<file path="config.mk">
export PLATFORM = sky130hd
export DESIGN_NAME = tmo_watchdog
export DESIGN_NICKNAME = d
export VERILOG_FILES = /design/src/rtl/tmo_wdt_pkg.sv /design/src/rtl/tmo_wdt_regs.sv /design/src/rtl/tmo_wdt_prescale.sv /design/src/rtl/tmo_wdt_count.sv /design/src/rtl/tmo_wdt_pulse.sv /design/src/rtl/tmo_watchdog.sv
export SDC_FILE = /design/constraint.sdc
export NUM_CORES = 1
export LEC_CHECK = 0
export ABC_AREA = 1
export ABC_CLOCK_PERIOD_IN_PS = 1800
export CAP_MARGIN = 25
export CORE_MARGIN = 8
export CORE_UTILIZATION = 30
export CTS_CLUSTER_DIAMETER = 60
export DETAILED_ROUTE_END_ITERATION = 8
export DONT_BUFFER_PORTS = 1
export SLEW_MARGIN = 25
export SYNTH_ARGS = -nofsm -noshare
export SYNTH_HDL_FRONTEND = slang
export SYNTH_SLANG_ARGS = --single-unit
</file>
<file path="constraint.sdc">
create_clock -name clk_i -period 1.8 [get_ports clk_i]
set_input_delay 0.09 -clock clk_i [delete_from_list [all_inputs] [get_ports clk_i]]
set_output_delay 0.09 -clock clk_i [all_outputs]
set_load 0.05 [all_outputs]
</file>
<file path="src/rtl/tmo_wdt_pkg.sv">
package tmo_wdt_pkg;
  localparam int unsigned CNT_W = 16;

  localparam logic [7:0] ADDR_CTRL = 8'h71;
  localparam logic [7:0] ADDR_CFG  = 8'h72;
  localparam logic [7:0] ADDR_CLO  = 8'h73;
  localparam logic [7:0] ADDR_CHI  = 8'h74;

  typedef struct packed {
    logic       sec_mode;
    logic       kbd_en;
    logic       evt_en;
    logic       pg_en;
    logic [3:0] line;
  } cfg_t;
endpackage

</file>
<file path="src/rtl/tmo_wdt_regs.sv">
module tmo_wdt_regs
  import tmo_wdt_pkg::*;
(
  input  logic             clk_i,
  input  logic             rst_ni,
  input  logic             we_i,
  input  logic [7:0]       addr_i,
  input  logic [7:0]       wdata_i,
  input  logic             expire_i,
  input  logic [CNT_W-1:0] cnt_i,
  output cfg_t             cfg_o,
  output logic             load_o,
  output logic [CNT_W-1:0] load_val_o,
  output logic             status_o,
  output logic [7:0]       rdata_o
);
  logic [7:0] lo_q;
  cfg_t       cfg_q;
  logic       status_q;

  always_ff @(posedge clk_i or negedge rst_ni) begin
    if (!rst_ni) begin
      lo_q     <= '0;
      cfg_q    <= '0;
      status_q <= 1'b0;
    end else begin
      if (we_i && addr_i == ADDR_CLO) lo_q  <= wdata_i;
      if (we_i && addr_i == ADDR_CFG) cfg_q <= cfg_t'(wdata_i);
      // set has priority over clear
      if (expire_i)                                       status_q <= 1'b1;
      else if (we_i && addr_i == ADDR_CTRL && wdata_i[0]) status_q <= 1'b0;
    end
  end

  assign load_o     = we_i && (addr_i == ADDR_CHI);
  assign load_val_o = {wdata_i, lo_q};
  assign cfg_o      = cfg_q;
  assign status_o   = status_q;

  always_comb begin
    unique case (addr_i)
      ADDR_CTRL: rdata_o = {7'd0, status_q};
      ADDR_CFG:  rdata_o = cfg_q;
      ADDR_CLO:  rdata_o = cnt_i[7:0];
      ADDR_CHI:  rdata_o = cnt_i[15:8];
      default:   rdata_o = 8'h00;
    endcase
  end
endmodule

</file>
<file path="src/rtl/tmo_wdt_prescale.sv">
module tmo_wdt_prescale #(
  parameter int unsigned CLK_HZ      = 1000000,
  parameter int unsigned SEC_PER_MIN = 60
) (
  input  logic clk_i,
  input  logic rst_ni,
  input  logic restart_i,
  input  logic run_i,
  input  logic sec_mode_i,
  output logic unit_tick_o
);
  localparam int unsigned SEC_W = (CLK_HZ > 1) ? $clog2(CLK_HZ) : 1;
  localparam int unsigned MIN_W = (SEC_PER_MIN > 1) ? $clog2(SEC_PER_MIN) : 1;
  localparam logic [SEC_W-1:0] SEC_LAST = SEC_W'(CLK_HZ - 1);
  localparam logic [MIN_W-1:0] MIN_LAST = MIN_W'(SEC_PER_MIN - 1);

  logic [SEC_W-1:0] sec_q;
  logic [MIN_W-1:0] min_q;
  logic             sec_tick, min_tick;

  assign sec_tick = run_i && (sec_q == SEC_LAST);
  assign min_tick = sec_tick && (min_q == MIN_LAST);

  always_ff @(posedge clk_i or negedge rst_ni) begin
    if (!rst_ni) begin
      sec_q <= '0;
      min_q <= '0;
    end else if (restart_i) begin
      sec_q <= '0;
      min_q <= '0;
    end else if (run_i) begin
      sec_q <= sec_tick ? '0 : sec_q + 1'b1;
      if (sec_tick) min_q <= min_tick ? '0 : min_q + 1'b1;
    end
  end

  assign unit_tick_o = sec_mode_i ? sec_tick : min_tick;
endmodule

</file>
<file path="src/rtl/tmo_wdt_count.sv">
module tmo_wdt_count
  import tmo_wdt_pkg::*;
(
  input  logic             clk_i,
  input  logic             rst_ni,
  input  logic             load_i,
  input  logic [CNT_W-1:0] load_val_i,
  input  logic             tick_i,
  output logic [CNT_W-1:0] cnt_o,
  output logic             run_o,
  output logic             expire_o
);
  logic [CNT_W-1:0] cnt_q;
  logic             run_q;

  assign expire_o = run_q && tick_i && !load_i && (cnt_q == CNT_W'(1));

  always_ff @(posedge clk_i or negedge rst_ni) begin
    if (!rst_ni) begin
      cnt_q <= '0;
      run_q <= 1'b0;
    end else if (load_i) begin
      cnt_q <= load_val_i;
      run_q <= (load_val_i != '0);
    end else if (run_q && tick_i) begin
      cnt_q <= cnt_q - 1'b1;
      if (cnt_q == CNT_W'(1)) run_q <= 1'b0;
    end
  end

  assign cnt_o = cnt_q;
  assign run_o = run_q;
endmodule

</file>
<file path="src/rtl/tmo_wdt_pulse.sv">
module tmo_wdt_pulse #(
  parameter int unsigned RST_CLKS = 16
) (
  input  logic clk_i,
  input  logic rst_ni,
  input  logic fire_i,
  input  logic kbd_en_i,
  input  logic pg_en_i,
  input  logic evt_en_i,
  output logic kbd_rst_o,
  output logic pg_rst_o,
  output logic evt_o
);
  localparam int unsigned RST_W = $clog2(RST_CLKS + 1);

  logic [RST_W-1:0] len_q;
  logic             kbd_q, pg_q, evt_q;

  always_ff @(posedge clk_i or negedge rst_ni) begin
    if (!rst_ni) begin
      len_q <= '0;
      kbd_q <= 1'b0;
      pg_q  <= 1'b0;
      evt_q <= 1'b0;
    end else begin
      evt_q <= fire_i && evt_en_i;
      if (fire_i) begin
        len_q <= RST_W'(RST_CLKS);
        kbd_q <= kbd_en_i;
        pg_q  <= pg_en_i;
      end else if (len_q != '0) begin
        len_q <= len_q - 1'b1;
      end
    end
  end

  assign kbd_rst_o = (len_q != '0) && kbd_q;
  assign pg_rst_o  = (len_q != '0) && pg_q;
  assign evt_o     = evt_q;
endmodule

</file>
<file path="src/rtl/tmo_watchdog.sv">
module tmo_watchdog
  import tmo_wdt_pkg::*;
#(
  parameter int unsigned CLK_HZ      = 1000000,
  parameter int unsigned SEC_PER_MIN = 60,
  parameter int unsigned RST_CLKS    = 16
) (
  input  logic       clk_i,
  input  logic       rst_ni,
  input  logic       reg_we_i,
  input  logic [7:0] reg_addr_i,
  input  logic [7:0] reg_wdata_i,
  output logic [7:0] reg_rdata_o,
  output logic       kbd_rst_o,
  output logic       pg_rst_o,
  output logic       evt_o,
  output logic [3:0] evt_line_o
);
  cfg_t             cfg_w;
  logic             load_w, run_w, expire_w, status_w, tick_w;
  logic [CNT_W-1:0] load_val_w, cnt_w;

  tmo_wdt_regs u_regs (
    .clk_i      (clk_i),
    .rst_ni     (rst_ni),
    .we_i       (reg_we_i),
    .addr_i     (reg_addr_i),
    .wdata_i    (reg_wdata_i),
    .expire_i   (expire_w),
    .cnt_i      (cnt_w),
    .cfg_o      (cfg_w),
    .load_o     (load_w),
    .load_val_o (load_val_w),
    .status_o   (status_w),
    .rdata_o    (reg_rdata_o)
  );

  tmo_wdt_prescale #(.CLK_HZ(CLK_HZ), .SEC_PER_MIN(SEC_PER_MIN)) u_pre (
    .clk_i       (clk_i),
    .rst_ni      (rst_ni),
    .restart_i   (load_w),
    .run_i       (run_w),
    .sec_mode_i  (cfg_w.sec_mode),
    .unit_tick_o (tick_w)
  );

  tmo_wdt_count u_cnt (
    .clk_i      (clk_i),
    .rst_ni     (rst_ni),
    .load_i     (load_w),
    .load_val_i (load_val_w),
    .tick_i     (tick_w),
    .cnt_o      (cnt_w),
    .run_o      (run_w),
    .expire_o   (expire_w)
  );

  tmo_wdt_pulse #(.RST_CLKS(RST_CLKS)) u_pulse (
    .clk_i     (clk_i),
    .rst_ni    (rst_ni),
    .fire_i    (expire_w),
    .kbd_en_i  (cfg_w.kbd_en),
    .pg_en_i   (cfg_w.pg_en),
    .evt_en_i  (cfg_w.evt_en),
    .kbd_rst_o (kbd_rst_o),
    .pg_rst_o  (pg_rst_o),
    .evt_o     (evt_o)
  );

  assign evt_line_o = cfg_w.line;
endmodule

</file>
==> results_dict.tcl <==
set metrics [dict create \
    status "finished, final reports clean" \
    place_area_mm2 0.00466 \
    die_h_um 136 \
    drv_slew 0 \
    setup_viol 0 \
    fin_crit_sh_pct 92.4 \
    dr.pass1.iters 5 \
    rsz0062_at_grt "yes" \
    grt_pass1_wl_um 18900 \
    antenna_found_initial 1 \
    worstSetupPathType "reg2reg" \
    io_buffers 0 \
    grt_max_degree 69 \
    dp.cells 800 \
    fillers 1481 \
    cts_tree "built" \
    pin_count 34 \
    cp.arrival_ns 1.89 \
    netlist_area_mm2 0.00435 \
    worstReg2RegStart "u_pre.sec_q[1]$_DFFE_PN0P_" \
    syn_inst 604 \
    ant_nets 0 \
    final_cell_mix "nand2_1 (185), nor2_1 (76), dfrtp_1 (68)" \
    min_path_cells 4 \
    utilization_pct 35.3 \
    endpoint_kind "flop" \
    ys_types 35 \
    tightest_slew_ns 0.678 \
    die-area_mm2 0.0186 \
    fmax_mhz 602 \
    hold_viol_final 0 \
    vdd_drop_max_mv 0.456 \
    fin_crit_ns 1.66 \
    design_area_mm2 0.00507 \
    grtUsageTotal_pct 12.9 \
    cts_buffers 9 \
    powerDensity_mw_per_mm2 812 \
    yosys_warnings 0 \
    rr_worst_depth 10 \
    cts_buffer_depth 2 \
    routabilityCongestion 0.872 \
    viasPerCell 4.75 \
    worstSetupStartpointType "flop" \
    clk-insertion-delay-late_ns 0.34 \
    wirelength_um 11400 \
    drt-initial-drc-count 328 \
    cp_max_fo 15 \
    crit_required_ns 2.03 \
    dr_total_vias 3918 \
    grt_pass1_vias 3621 \
    dp_hpwl_um 8710 \
    slew_headroom_pct 54.8 \
    cts_htree_levels 3 \
    clockRootBuffer "clkbuf_16" \
    layout_commonest_cell "nand2_1" \
    holdPathEnd "u_cnt.cnt_o[8]$_DFFE_PN0P_" \
    r2r_slack_ns 0.14 \
    core_area_mm2 0.0144 \
    initial_utilization_pct 30.3 \
    fp.dieW_um 136 \
    total_power_uw 4120 \
    rows 44 \
    hold_class "in2reg" \
    final_nets 662 \
    hold_start "reg_wdata_i[0]" \
    yosysSeqAreaShare_pct 39.1 \
    cts.sinks 68 \
    syn-num-nets 629 \
    worstReg2RegEnd "u_cnt.cnt_o[7]$_DFFE_PN0P_" \
    remaining_drc_errors 0 \
    syn_area_per_cell_um2 7.21 \
    final_cells 825 \
    tns_ns 0 \
    fin_skew_ns 0.00421 \
    clkTransAtPathRegs_ns 0.05 \
    drive_gt1_share_pct 13.1 \
    overflow 0 \
    syn_to_final_growth_pct 16.5 \
    wl_per_cell_um 13.8 \
    cap_violations 0 \
    ys_seq_elements 68 \
    p_leak_uw 0.00249 \
]
worst max path at each step:
stage,end,start,slack [ns]
5_1_grt,u_cnt.cnt_o[7]$_DFFE_PN0P_,u_pre.sec_q[0]$_DFFE_PN0P_,-0.02
6_report,u_cnt.cnt_o[7]$_DFFE_PN0P_,u_pre.sec_q[1]$_DFFE_PN0P_,0.14
3_5_place_dp,u_cnt.cnt_o[7]$_DFFE_PN0P_,u_pre.sec_q[0]$_DFFE_PN0P_,0.12
4_1_cts,u_pre.min_q[4]$_DFFE_PN0P_,u_pre.sec_q[0]$_DFFE_PN0P_,0.11
3_3_place_gp,u_pre.min_q[4]$_DFFE_PN0P_,u_pre.sec_q[0]$_DFFE_PN0P_,0.16
2_1_floorplan,kbd_rst_o,u_pulse.len_q[0]$_DFFE_PN0P_,0.21
flip-flops by register name, indices dropped and copies added (netlist names):
register	count
u_pulse.len_q	5
u_pre.sec_q	20
u_pre.min_q	6
u_cnt.run_o	1
u_regs.cfg_o	8
u_cnt.cnt_o	16
u_regs.status_o	1
u_regs.lo_q	8
u_pulse.pg_q	1
u_pulse.kbd_q	1
u_pulse.evt_o	1
power by group:
part | internal, µW | switching (µW) | leakage (µW)
registers | 1640 | 146 | 0.000872
clock network | 1030 | 628 | 0.000134
logic | 239 | 430 | 0.00148
total | 2910 | 1200 | 0.00249
cell families (layout without fill, tap and decap cells):
| kind of cell | after synthesis | count (layout) | synth area share [%] |
|---|---|---|---|
| xor+xnor | 17 | 17 | 3.42 |
| fa+ha+maj | 6 | 6 | 1.72 |
| buf+inv | 88 | 124 | 9.00 |
| compound gates | 52 | 52 | 7.33 |
| other cells | 0 | 1 | 0 |
| simple gates | 373 | 373 | 39.4 |
| flops | 68 | 68 | 39.1 |
critical path, cell delays in order (launching register included):
cell,delay (ns)
dfrtp_1,0.38
ha_2,0.21
nand2_2,0.10
nor2_8,0.15
nand3_2,0.10
nor2_4,0.12
nand3_4,0.14
nand2_8,0.15
inv_2,0.09
nand2_1,0.06
nand2_1,0.05
area by class of cell:
cell class / count / area (µm²) / share of cell area (%)
multi-input combinational: 448 / 2280 / 44.9
sequential: 68 / 1700 / 33.6
timing repair buffer: 34 / 298 / 5.87
inverter: 76 / 285 / 5.63
clock buffer: 13 / 270 / 5.33
tap: 184 / 230 / 4.54
clock inverter: 1 / 7.51 / 0.148
antenna: 1 / 2.50 / 0.0493
Yosys cell counts:
library cell	number	area share (%)
nor2_1	76	6.6
nand3_2	2	0.46
nand2_4	2	0.52
o21ai_1	10	1.1
a21oi_1	7	0.80
buf_2	4	0.46
xnor2_1	3	0.60
ha_1	6	1.7
nor2_8	1	0.46
nand2_1	185	16
nor2_4	7	1.8
nand4_2	1	0.29
nand4_1	20	2.9
inv_1	68	5.9
xor2_1	14	2.8
dfrtp_1	68	39
nor2b_1	1	0.14
o21ai_2	8	1.6
nand3_1	55	6.3
inv_2	8	0.69
buf_6	5	1.3
o21bai_1	1	0.17
or2_1	2	0.29
buf_4	2	0.34
nor4_2	1	0.29
nor3_1	6	0.69
nor2_2	3	0.43
o221ai_1	4	0.80
o211ai_1	3	0.52
nand3_4	3	1.2
nand2_2	6	0.86
or2_2	2	0.29
o2111ai_1	1	0.20
buf_8	1	0.34
o21ai_0	18	2.1
per-stage QoR:
step | hold WS, ns | worst slack [ns]
after global placement | -0.202 | 0.157
final | 0.0111 | 0.138
after CTS | 0.000309 | 0.106
after floorplan | -0.206 | 0.214
after detailed placement | -0.201 | 0.118
after global routing | 0.0267 | -0.0188
per-layer routing:
metal / GRT usage, % / vias to the layer above / part of all wire, %
li1: - / 1998 / -
met1: 18.7 / 1785 / 49
met5: 0 / - / 0
met2: 18.1 / 123 / 43
met3: 2.55 / 12 / 6.4
met4: 5.31 / 0 / 1.6
what timing repair did:
| action | CTS | global route |
|---|---|---|
| hold endpoints to repair | 88 | 0 |
| hold buffers | 10 | 0 |
| gates resized for setup | 0 | 4 |
| setup buffers | 0 | 0 |
| endpoints found under the setup margin | 0 | 20 |
Power figures use the tool's default switching activity.
